`config.mk`:
```
export PLATFORM = sky130hd
export DESIGN_NAME = flash_sr_resp
export DESIGN_NICKNAME = d
export VERILOG_FILES = /design/src/rtl/flash_sr_pkg.sv /design/src/rtl/flash_sr_sampler.sv /design/src/rtl/flash_sr_busy_timer.sv /design/src/rtl/flash_sr_resp.sv
export SDC_FILE = /design/constraint.sdc
export NUM_CORES = 1
export LEC_CHECK = 0
export BUFFER_PORTS_ARGS = -buffer_cell sky130_fd_sc_hd__buf_2
export CORE_MARGIN = 5
export CORE_UTILIZATION = 60
export DETAILED_ROUTE_END_ITERATION = 6
export PLACE_DENSITY = 0.82
export SYNTH_ARGS = -nofsm -noshare
export SYNTH_HDL_FRONTEND = slang
export SYNTH_SLANG_ARGS = --single-unit
```
`constraint.sdc`:
```
create_clock -name clk -period 2.6 [get_ports clk]
set_input_delay 0.39 -clock clk [delete_from_list [all_inputs] [get_ports clk]]
set_output_delay 0.39 -clock clk [all_outputs]
set_load 0.005 [all_outputs]
```
`src/rtl/flash_sr_pkg.sv`:
```
package flash_sr_pkg;

    // Writable bits of the 16-bit status word {reg2, reg1}
    localparam logic [15:0] WR_MASK  = 16'h7BFC;
    // One-time bits: once 1, never cleared
    localparam logic [15:0] OTP_MASK = 16'h3900;

    localparam logic [7:0] OP_RD1   = 8'h05;
    localparam logic [7:0] OP_RD2   = 8'h35;
    localparam logic [7:0] OP_WREN  = 8'h06;
    localparam logic [7:0] OP_VWREN = 8'h50;
    localparam logic [7:0] OP_WRSR  = 8'h01;

    typedef enum logic [1:0] {PH_OPC, PH_RD, PH_WR, PH_IGN} phase_e;

    // Merge shifted write data into a status image.
    // With two bytes, shreg[15:8] holds the register 1 byte and shreg[7:0] the register 2 byte.
    function automatic logic [15:0] sr_merge(input logic [15:0] old,
                                             input logic [15:0] shreg,
                                             input logic        two_bytes);
        logic [15:0] mask;
        logic [15:0] pos;
        mask = two_bytes ? WR_MASK : {8'h00, WR_MASK[7:0]};
        pos  = two_bytes ? {shreg[7:0], shreg[15:8]} : {8'h00, shreg[7:0]};
        return (old & ~mask) | (pos & mask) | (old & OTP_MASK);
    endfunction

endpackage

```
`src/rtl/flash_sr_sampler.sv`:
```
module flash_sr_sampler (
    input  logic clk,
    input  logic rst_n,
    input  logic cs_n,
    input  logic sclk,
    input  logic mosi,
    output logic cs_s,
    output logic mosi_s,
    output logic sclk_rise,
    output logic sclk_fall,
    output logic cs_rise
);
    typedef struct packed {
        logic cs;
        logic sclk;
        logic mosi;
        logic cs_p;
        logic sclk_p;
    } smp_t;

    smp_t s_d, s_q;

    always_comb begin
        s_d        = s_q;
        s_d.cs     = cs_n;
        s_d.sclk   = sclk;
        s_d.mosi   = mosi;
        s_d.cs_p   = s_q.cs;
        s_d.sclk_p = s_q.sclk;
    end

    always_ff @(posedge clk) begin
        if (!rst_n) s_q <= '{cs: 1'b1, sclk: 1'b0, mosi: 1'b0, cs_p: 1'b1, sclk_p: 1'b0};
        else        s_q <= s_d;
    end

    assign cs_s      = s_q.cs;
    assign mosi_s    = s_q.mosi;
    assign sclk_rise = s_q.sclk & ~s_q.sclk_p;
    assign sclk_fall = ~s_q.sclk & s_q.sclk_p;
    assign cs_rise   = s_q.cs & ~s_q.cs_p;
endmodule

```
`src/rtl/flash_sr_busy_timer.sv`:
```
module flash_sr_busy_timer #(
    parameter int CYCLES = 1000
) (
    input  logic clk,
    input  logic rst_n,
    input  logic start,
    output logic busy,
    output logic done
);
    localparam int CW = $clog2(CYCLES + 1);

    logic [CW-1:0] cnt_d, cnt_q;

    always_comb begin
        cnt_d = cnt_q;
        if (start)              cnt_d = CW'(CYCLES);
        else if (cnt_q != '0)   cnt_d = cnt_q - CW'(1);
    end

    always_ff @(posedge clk) begin
        if (!rst_n) cnt_q <= '0;
        else        cnt_q <= cnt_d;
    end

    assign busy = (cnt_q != '0);
    assign done = (cnt_q == CW'(1));
endmodule

```
`src/rtl/flash_sr_resp.sv`:
```
module flash_sr_resp
    import flash_sr_pkg::*;
#(
    parameter int          BUSY_CYC = 1000,
    parameter logic [15:0] NV_INIT  = 16'h0000
) (
    input  logic clk,
    input  logic nv_init_n,
    input  logic rst_n,
    input  logic cs_n,
    input  logic sclk,
    input  logic mosi,
    output logic miso,
    output logic miso_oe
);
    localparam int          BW      = 5;
    localparam logic [BW-1:0] BCAP  = '1;
    localparam logic [BW-1:0] OPC_LAST = BW'(7);
    localparam logic [BW-1:0] LEN8  = BW'(16);
    localparam logic [BW-1:0] LEN16 = BW'(24);

    typedef struct packed {
        phase_e        phase;
        logic [BW-1:0] bcnt;
        logic [15:0]   sh;
        logic          sel2;
        logic          wr_vol;
        logic [7:0]    rd_sh;
        logic [2:0]    rd_cnt;
        logic          oe;
        logic          miso;
        logic          wel;
        logic          vol_en;
        logic [15:0]   vol;
    } st_t;

    st_t         st_d, st_q;
    logic [15:0] nv_d, nv_q;

    logic cs_s, mosi_s, sclk_rise, sclk_fall, cs_rise;
    logic busy, busy_done, busy_start;
    logic rst_all_n;
    logic two;
    logic [7:0]  opc;
    logic [7:0]  byte_now;
    logic [15:0] sr_now;

    assign rst_all_n = rst_n & nv_init_n;

    flash_sr_sampler u_smp (
        .clk(clk), .rst_n(rst_all_n), .cs_n(cs_n), .sclk(sclk), .mosi(mosi),
        .cs_s(cs_s), .mosi_s(mosi_s), .sclk_rise(sclk_rise),
        .sclk_fall(sclk_fall), .cs_rise(cs_rise)
    );

    flash_sr_busy_timer #(.CYCLES(BUSY_CYC)) u_tmr (
        .clk(clk), .rst_n(rst_all_n), .start(busy_start),
        .busy(busy), .done(busy_done)
    );

    function automatic st_t st_reset(input logic [15:0] img);
        st_t r;
        r        = '0;
        r.phase  = PH_OPC;
        r.vol    = img & WR_MASK;
        return r;
    endfunction

    always_comb begin
        st_d       = st_q;
        nv_d       = nv_q;
        busy_start = 1'b0;
        two        = (st_q.bcnt == LEN16);
        opc        = {st_q.sh[6:0], mosi_s};
        sr_now     = {1'b0, st_q.vol[14:11], 1'b0, st_q.vol[9:2], st_q.wel, busy};
        byte_now   = st_q.sel2 ? sr_now[15:8] : sr_now[7:0];

        if (busy_done) st_d.wel = 1'b0;

        if (cs_s) begin
            // write commits on deselect after a whole number of data bytes
            if (cs_rise && st_q.phase == PH_WR &&
                (st_q.bcnt == LEN8 || st_q.bcnt == LEN16)) begin
                st_d.vol = sr_merge(st_q.vol, st_q.sh, two);
                if (!st_q.wr_vol) begin
                    nv_d       = sr_merge(nv_q, st_q.sh, two);
                    busy_start = 1'b1;
                end
            end
            st_d.phase  = PH_OPC;
            st_d.bcnt   = '0;
            st_d.rd_cnt = '0;
            st_d.oe     = 1'b0;
        end else begin
            if (sclk_rise) begin
                st_d.sh = {st_q.sh[14:0], mosi_s};
                if (st_q.bcnt != BCAP) st_d.bcnt = st_q.bcnt + BW'(1);
                if (st_q.bcnt == OPC_LAST) begin
                    st_d.vol_en = 1'b0;
                    st_d.phase  = PH_IGN;
                    case (opc)
                        OP_RD1, OP_RD2: begin
                            st_d.phase = PH_RD;
                            st_d.sel2  = (opc == OP_RD2);
                        end
                        OP_WREN:  if (!busy) st_d.wel = 1'b1;
                        OP_VWREN: if (!busy) st_d.vol_en = 1'b1;
                        OP_WRSR: begin
                            if (!busy && (st_q.vol_en || st_q.wel)) begin
                                st_d.phase  = PH_WR;
                                st_d.wr_vol = st_q.vol_en;
                            end
                        end
                        default: ;
                    endcase
                end
            end
            if (sclk_fall && st_q.phase == PH_RD) begin
                st_d.oe = 1'b1;
                if (st_q.rd_cnt == 3'd0) begin
                    st_d.miso  = byte_now[7];
                    st_d.rd_sh = {byte_now[6:0], 1'b0};
                end else begin
                    st_d.miso  = st_q.rd_sh[7];
                    st_d.rd_sh = {st_q.rd_sh[6:0], 1'b0};
                end
                st_d.rd_cnt = st_q.rd_cnt + 3'd1;
            end
        end
    end

    always_ff @(posedge clk) begin
        if (!nv_init_n) nv_q <= NV_INIT & WR_MASK;
        else            nv_q <= nv_d;
    end

    always_ff @(posedge clk) begin
        if (!nv_init_n)  st_q <= st_reset(NV_INIT);
        else if (!rst_n) st_q <= st_reset(nv_q);
        else             st_q <= st_d;
    end

    // views for the bound checker
    logic [15:0] vol_w;
    logic        wel_w;
    logic        rd_phase_w;
    assign vol_w      = st_q.vol;
    assign wel_w      = st_q.wel;
    assign rd_phase_w = (st_q.phase == PH_RD);

    assign miso    = st_q.miso;
    assign miso_oe = st_q.oe;
endmodule

```
# == Yosys cells after proc, flatten, opt, wreduce, memory -nomap -nowiden ==
# Index checks and enable logic that the tools add are counted.
# word_totals
reg_bits,87
output_inout_bits,2
inputBits,6
wordCells,105
# op_classes
mux,23
n_eq_ne,14
reduce_logical,24
n_addsub,3
n_bitwise,20
# ops
operator,n
2-to-1 mux 15 bit,4
bitwise AND 16 bit,2
bitwise OR 16 x 14 -> 16 bit,2
bitwise OR 16 bit,2
2-to-1 mux 10 bit,2
bitwise AND 16 x 15 -> 16 bit,1
"equality test 8 x 3 -> 1 bit, second input constant",2
2-to-1 mux 16 bit,1
2-to-1 mux 8 bit,2
NOT 15 -> 16 bit,1
AND reduction 2 bit,7
"equality test 10 x 1 -> 1 bit, second input constant",1
"equality test 5 bit, second input constant",2
2-to-1 mux 1 bit,10
nonzero test 10 bit,1
"subtractor 10 x 1 -> 10 bit, second input constant",1
"equality test 8 x 1 -> 1 bit, second input constant",1
"equality test 8 x 6 -> 1 bit, second input constant",1
"equality test 8 x 7 -> 1 bit, second input constant",1
NOT 1 bit,8
2-to-1 mux 2 bit,3
AND reduction 3 bit,2
"adder 5 x 1 -> 5 bit, second input constant",1
"equality test 5 x 3 -> 1 bit, second input constant",1
other kinds (16),25

# == Logic depth before layout (Yosys ltp) ==
# Gate-level depths: netlist of the first run.
# depth
depth_word,9
mapped_depth,7
mapped_depth_nobuf,7

# == By module ==
# From an unflattened synthesis of the first run, not the netlist that was laid out.
# unflattened
cells_unflattened,423
hier_area_um2,3657.3
# by_module_without_submodules
module,area_per_inst_um2,n_inst,cells_each,seq_area_each_um2
flash_sr_resp,2882.8,1,340,1261.2
flash_sr_busy_timer,624.3,1,70,200.2
flash_sr_sampler,150.1,1,13,100.1

# == Least setup slack after synthesis of the first run ==
# Ideal clock, no wire load.
# synth_path
path_type,flip-flop to flip-flop
from,register u_tmr.cnt_q[5]
to,register st_q[16] (netlist bit)
n_path_buf,1
t_arrival_ns,2.023
stages_incl_launch_ff,6
path_slack_ns,0.507
required_time_ns,2.530
period_less_slack_ns,2.093
setup_time_ns,0.070
path_cell_list,dfxtp_1 -> or4_4 -> or3_1 -> buf_6 -> or4_1 -> a21oi_1
# synth_via
elab_chain_cells,3
# synth_lines
item,line,rtl
from (decl),flash_sr_busy_timer.sv:12,"logic [CW-1:0] cnt_d, cnt_q;"
from (signal assigned),flash_sr_busy_timer.sv:22,else cnt_q <= cnt_d;
nonzero test 10 bit,flash_sr_busy_timer.sv:25,assign busy = (cnt_q != '0);
2-to-1 mux 1 bit,flash_sr_resp.sv:107,OP_VWREN: if (!busy) st_d.vol_en = 1'b1;
2-to-1 mux 1 bit,flash_sr_resp.sv:101,case (opc)
to (signal assigned),flash_sr_resp.sv:138,if (!nv_init_n) st_q <= st_reset(NV_INIT);
to (signal assigned),flash_sr_resp.sv:139,else if (!rst_n) st_q <= st_reset(nv_q);
to (signal assigned),flash_sr_resp.sv:140,else st_q <= st_d;
to (decl),flash_sr_resp.sv:37,"st_t st_d, st_q;"
# No other way between the ends.
# A chain may end at the register's enable or synchronous reset.

# == Worst setup path in the final report of the first run ==
# Same ends and word-level chain as after synthesis.

==> results of run 1 <==
synth_stat cells, drive strengths merged:
library cell,instances
dfxtp,78
nand2,63
a21oi,38
clkbuf,24
o21ai,22
nor2,21
mux2i,17
inv,15
nand3b,11
and2,9
a31oi,8
ha,8
o211ai,7
nand2b,6
nor2b,6
nor3,6
o211a,6
and3,5
nand4,5
or4,5
xnor2,5
xor2,5
a211oi,4
nor3b,4
nor4,4
or3,4
nor4bb,3
a21boi,2
a311oi,2
o31ai,2
o41ai,2
a2111oi,1
buf,1
nand3,1
nand4b,1
nand4bb,1
o2111ai,1
o311ai,1
or3b,1
or4b,1
area by class of cell:
cell class	instances	share of cell area
clock inverter	3	0.0235
multi-input combinational	288	0.463
timing repair buffer	15	0.0248
clock buffer	12	0.0431
tap	72	0.0235
sequential	78	0.407
inverter	15	0.0147
per-layer routing:
layer	share of wire	vias up	track usage
met5	0	-	0
met2	0.49	49	0.345
met4	0.013	0	0.0567
li1	-	1427	-
met1	0.46	1348	0.279
met3	0.041	9	0.0608
registers in the layout, summed over array words and instances (netlist names), named ones only:
signal        count
u_smp.s_q         2
opc               7
u_tmr.cnt_q      10
miso_oe           1
miso              1
u_smp.s_d         1
vol_w            10
u_smp.cs_s        1
nv_q             10
wel_w             1
st_q             29
u_smp.mosi_s      1
power groups by stage:
stage	clock [mW]	combinational [mW]	sequential [mW]
2_1_floorplan	0	0.625	1.33
3_3_place_gp	0	0.673	1.35
3_5_place_dp	0	0.692	1.35
4_1_cts	1.16	0.699	1.32
5_1_grt	1.23	0.789	1.34
6_report	1.15	0.695	1.32
worst max-delay path: cells and delay by family, from the launching register on:
family	cells	cell delay, ps
AND/OR/NAND/NOR	3	1660
flip-flops	1	350
AO/OA/AOI/OAI	1	140
worst max-delay path by stage:
stage	slack, ps	to	from	cells past startpoint
after detailed placement	410	st_q[16]	u_tmr.cnt_q[5]	4
after global routing	280	st_q[16]	u_tmr.cnt_q[5]	4
final	390	st_q[16]	u_tmr.cnt_q[5]	4
after global placement	420	st_q[16]	u_tmr.cnt_q[5]	4
after CTS	390	st_q[16]	u_tmr.cnt_q[5]	4
after floorplan	510	st_q[16]	u_tmr.cnt_q[5]	5
logic make-up (layout without fill, tap and decap cells):
family / Yosys count / after routing / share of synthesized area
simple gates: 157 / 157 / 0.238
compound gates: 96 / 96 / 0.167
flops: 78 / 78 / 0.447
buf+inv: 40 / 45 / 0.0452
mux: 17 / 17 / 0.0487
xor+xnor: 10 / 10 / 0.0251
fa+ha+maj: 8 / 8 / 0.0287
==> impl_metrics.py, run 1 <==
metrics = {
    "clocking": {
        "cts-resized-gates": 0,
        "root_buffer": "clkbuf_8",
        "cts_sinks": 78,
        "cts_max_path_buffers": 2,
        "clk_latency_ps": 360,
        "holdBufCountCts": 0,
        "cts_max_level": 3,
        "postCtsSetupRepairBufs": 0,
        "cts_buffers": 9,
        "path_clk_slew_ps": 80,
        "cts_tree": "built",
    },
    "logic_synthesis": {
        "syn_area_sq_mm": 0.00349,
        "yosysTopAreaCell": "dfxtp_1",
        "yosys_warnings": 0,
        "syn-instance-count": 406,
        "synthTopCellsByArea": "dfxtp_1 45%, nand2_1 6.8%, a21oi_1 5.4%, mux2i_1 4.9%, o21ai_0 3.2%",
        "synth_cell_types": 45,
        "syn_nets": 420,
        "synth.top_cell.area_share": 0.447,
        "synth_seq_cells": 78,
        "ys_seq_area_frac": 0.447,
        "syn_avg_cell_area_sq_um": 8.60,
    },
    "setup_path": {
        "critical_path.max_fanout": 9,
        "crit_path_top_delay_cell": "or4_4",
        "r2r_cells": 4,
        "path_cells": "or4_4 -> or3_1 -> or4_1 -> a21oi_1",
        "worstSetupEndpointType": "flop",
        "arrival_ps": 2510,
        "r2r_start": "u_tmr.cnt_q[5]",
        "r2r_slack_ps": 390,
        "r2r_end": "st_q[16]",
        "path_class": "reg -> reg",
        "slowest_delay_ps": 580,
        "crit_required_ps": 2900,
        "startpoint_type": "flop",
    },
    "pwr": {
        "pwr-share-seq": 0.417,
        "finalPower_mw": 3.17,
        "power_switching_uw": 886,
        "powerDensity_mw_per_mm2": 827,
        "ir_worst_vdd_v": 0.000548,
        "p_clk_frac": 0.364,
        "internal_power_mw": 2.28,
        "swShare": 0.279,
        "pwr-share-comb": 0.219,
        "leakage_nw": 1.44,
    },
    "cells_and_area": {
        "final_cell_mix": "78 x dfxtp_1, 63 x nand2_1, 38 x a21oi_1, 22 x o21ai_0, 21 x nor2_1",
        "final_cells": 483,
        "area_growth_pct": 9.86,
        "fin_util": 0.688,
        "final_common_cell": "dfxtp_1",
        "fin_area_sq_mm": 0.00383,
        "regArea_sq_mm": 0.00156,
        "fillCellCount": 462,
        "diodes": 0,
        "drive_above_1_share": 0.0925,
        "multiInputGateArea_sq_mm": 0.00178,
        "final_nets": 421,
    },
    "sta": {
        "layout_min_cycle_time_ps": 2210,
        "setup_tns_ps": 0,
        "finalMaxSlewViolations": 0,
        "hold_viol": 0,
        "skew_ps": 9.59,
        "timing.hold.ws_ps": 213,
        "setup_viol": 0,
        "max_slew.worst_pin.slew_ps": 726,
        "fin_crit_sh": 0.851,
        "layout_setup_ws_ps": 389,
        "fmax_ghz": 0.452,
        "slew-limit-headroom": 0.512,
        "rsz0062_at_grt": "false",
    },
    "route": {
        "viasPerCell": 5.87,
        "firstDrtPassIters": 4,
        "ant_nets": 0,
        "wl_mm": 7.26,
        "drtIter0Drc": 183,
        "vias": 2833,
        "drc_errors": 0,
        "avgRoutedWirePerCell_um": 15.0,
    },
    "hold_path": {
        "hold_start": "cs_n",
        "hp-class": "in -> reg",
        "min_path_cells": 2,
        "holdPathEnd": "u_smp.cs_s",
    },
    "die": {
        "core_area_sq_mm": 0.00557,
        "pin_count": 8,
        "die_area_sq_mm": 0.00744,
        "rows": 27,
        "die_h_um": 86.3,
        "die_width_um": 86.3,
        "start_util": 0.626,
    },
    "placement": {
        "place_hpwl_mm": 4.87,
        "postPlaceCellArea_sq_mm": 0.00358,
        "gp_congestion": 0.819,
        "port_buffers": 7,
        "post-place-ws_ps": 408,
        "place_inst": 468,
    },
    "global_routing": {
        "grt_max_degree": 39,
        "antenna_found_initial": 0,
        "grt_pass1_wl_mm": 12.6,
        "first_global_vias": 2644,
        "overflow": 0,
        "globalRouteTotalUtil": 0.213,
    },
    "flow_run": {
        "drv_cap": 0,
    },
    "run_status": {
        "status": "finished, final reports clean",
    },
}
No activity file was read; power rests on OpenSTA's default activity.
==> run 2: changes to the inputs <==
Settings changed: RECOVER_POWER from default to 50.
==> impl_metrics.py, run 2 (same netlist as run 1, synthesis figures left out) <==
metrics = {
    "run_status": {
        "status": "finished, final reports clean",
    },
    "sta": {
        "skew_ps": 9.07,
        "fin_crit_sh": 0.857,
        "slew-limit-headroom": 0.249,
        "finalMaxSlewViolations": 0,
        "fmax_ghz": 0.449,
        "setup_viol": 0,
        "rsz0062_at_grt": "false",
        "hold_viol": 0,
        "setup_tns_ps": 0,
        "layout_min_cycle_time_ps": 2230,
        "timing.hold.ws_ps": 219,
        "max_slew.worst_pin.slew_ps": 1130,
    },
    "die": {
        "die_width_um": 86.3,
        "rows": 27,
        "pin_count": 8,
        "start_util": 0.626,
        "core_area_sq_mm": 0.00557,
        "die_area_sq_mm": 0.00744,
        "die_h_um": 86.3,
    },
    "clocking": {
        "path_clk_slew_ps": 80,
        "postCtsSetupRepairBufs": 0,
        "cts-resized-gates": 0,
        "holdBufCountCts": 0,
        "cts_max_level": 3,
        "cts_max_path_buffers": 2,
        "root_buffer": "clkbuf_8",
        "cts_tree": "built",
        "cts_buffers": 9,
        "cts_sinks": 78,
        "clk_latency_ps": 350,
    },
    "setup_path": {
        "r2r_end": "st_q[16]",
        "worstSetupStartpoint": "u_tmr.cnt_q[5]",
        "startpoint_type": "flop",
        "path_cells": "or4_4 -> or3_1 -> or4_1 -> a21oi_1",
        "critical_path.max_fanout": 9,
        "arrival_ps": 2510,
        "crit_path_top_delay_cell": "or4_4",
        "crit_required_ps": 2880,
        "slowest_delay_ps": 580,
        "r2r_start": "u_tmr.cnt_q[5]",
        "path_class": "reg -> reg",
        "r2r_cells": 4,
        "r2r_slack_ps": 370,
        "worstSetupEndpointType": "flop",
    },
    "route": {
        "viasPerCell": 5.90,
        "drtIter0Drc": 171,
        "avgRoutedWirePerCell_um": 14.9,
        "ant_nets": 0,
        "wl_mm": 7.20,
        "firstDrtPassIters": 5,
        "vias": 2849,
        "drc_errors": 0,
    },
    "cells_and_area": {
        "fillCellCount": 466,
        "area_growth_pct": 9.61,
        "top_register": "st_q",
        "final_nets": 421,
        "regArea_sq_mm": 0.00156,
        "multiInputGateArea_sq_mm": 0.00178,
        "final_cell_mix": "78 x dfxtp_1, 63 x nand2_1, 38 x a21oi_1, 22 x o21ai_0, 21 x nor2_1",
        "final_common_cell": "dfxtp_1",
        "final_cells": 483,
        "drive_above_1_share": 0.0852,
        "largest_reg_flops": 29,
        "diodes": 0,
    },
    "placement": {
        "port_buffers": 7,
        "place_inst": 468,
        "gp_congestion": 0.819,
        "place_hpwl_mm": 4.87,
    },
    "pwr": {
        "leakage_nw": 1.42,
        "ir_worst_vdd_v": 0.000552,
        "finalPower_mw": 3.17,
        "powerDensity_mw_per_mm2": 828,
    },
    "hold_path": {
        "hold_start": "cs_n",
        "min_path_cells": 2,
        "hp-class": "in -> reg",
        "holdPathEnd": "u_smp.cs_s",
    },
    "global_routing": {
        "antenna_found_initial": 0,
        "first_global_vias": 2644,
        "grt_max_degree": 39,
        "grt_pass1_wl_mm": 12.6,
        "globalRouteTotalUtil": 0.213,
        "overflow": 0,
    },
    "flow_run": {
        "drv_cap": 0,
    },
}
run 2: cell count changes in the layout (fill, tap and decap cells not counted), sizes merged:
| cell | change |
|---|---|
| buf | -4 |
| clkbuf | +4 |
run 2: where the power goes:
group	switching [mW]	internal, mW
Clock	0.436	0.712
Combinational	0.379	0.318
Sequential	0.0687	1.25
run 2: worst max-delay path by stage:
stage	cells after the start	slack (ps)	end
2_1_floorplan	5	510	st_q[16]
3_5_place_dp	4	410	st_q[16]
6_report	4	370	st_q[16]
5_1_grt	4	260	st_q[16]
3_3_place_gp	4	420	st_q[16]
4_1_cts	4	390	st_q[16]
run 2: per-layer routing:
metal | wire length (um) | GRT usage | vias up
met5 | 0 | 0 | -
met4 | 57 | 0.0567 | 0
met3 | 308 | 0.0608 | 5
met2 | 3510 | 0.345 | 58
met1 | 3320 | 0.279 | 1362
li1 | - | - | 1424
run 2: critical path: cells and delay by family, from the launching register on:
family	cells	cell delay [ps]
compound gates	1	140
flops	1	350
simple gates	3	1660
run 2: area by class of cell:
type / instances / area share
clock inverters: 3 / 0.0235
clock buffers: 12 / 0.0432
repair buffers: 15 / 0.0226
inverters: 15 / 0.0147
flip-flops and latches: 78 / 0.408
multi-input cells: 288 / 0.464
well taps: 72 / 0.0235
run 2: per-stage QoR:
stage                     worst slack [ps]  instance area [sq um]   util
final                                  372                   3830  0.686
after global routing                   264                   3830  0.686
after CTS                              387                   3830  0.688
after detailed placement               408                   3580  0.642
after global placement                 418                   3580  0.642
after floorplan                        507                   3490      -
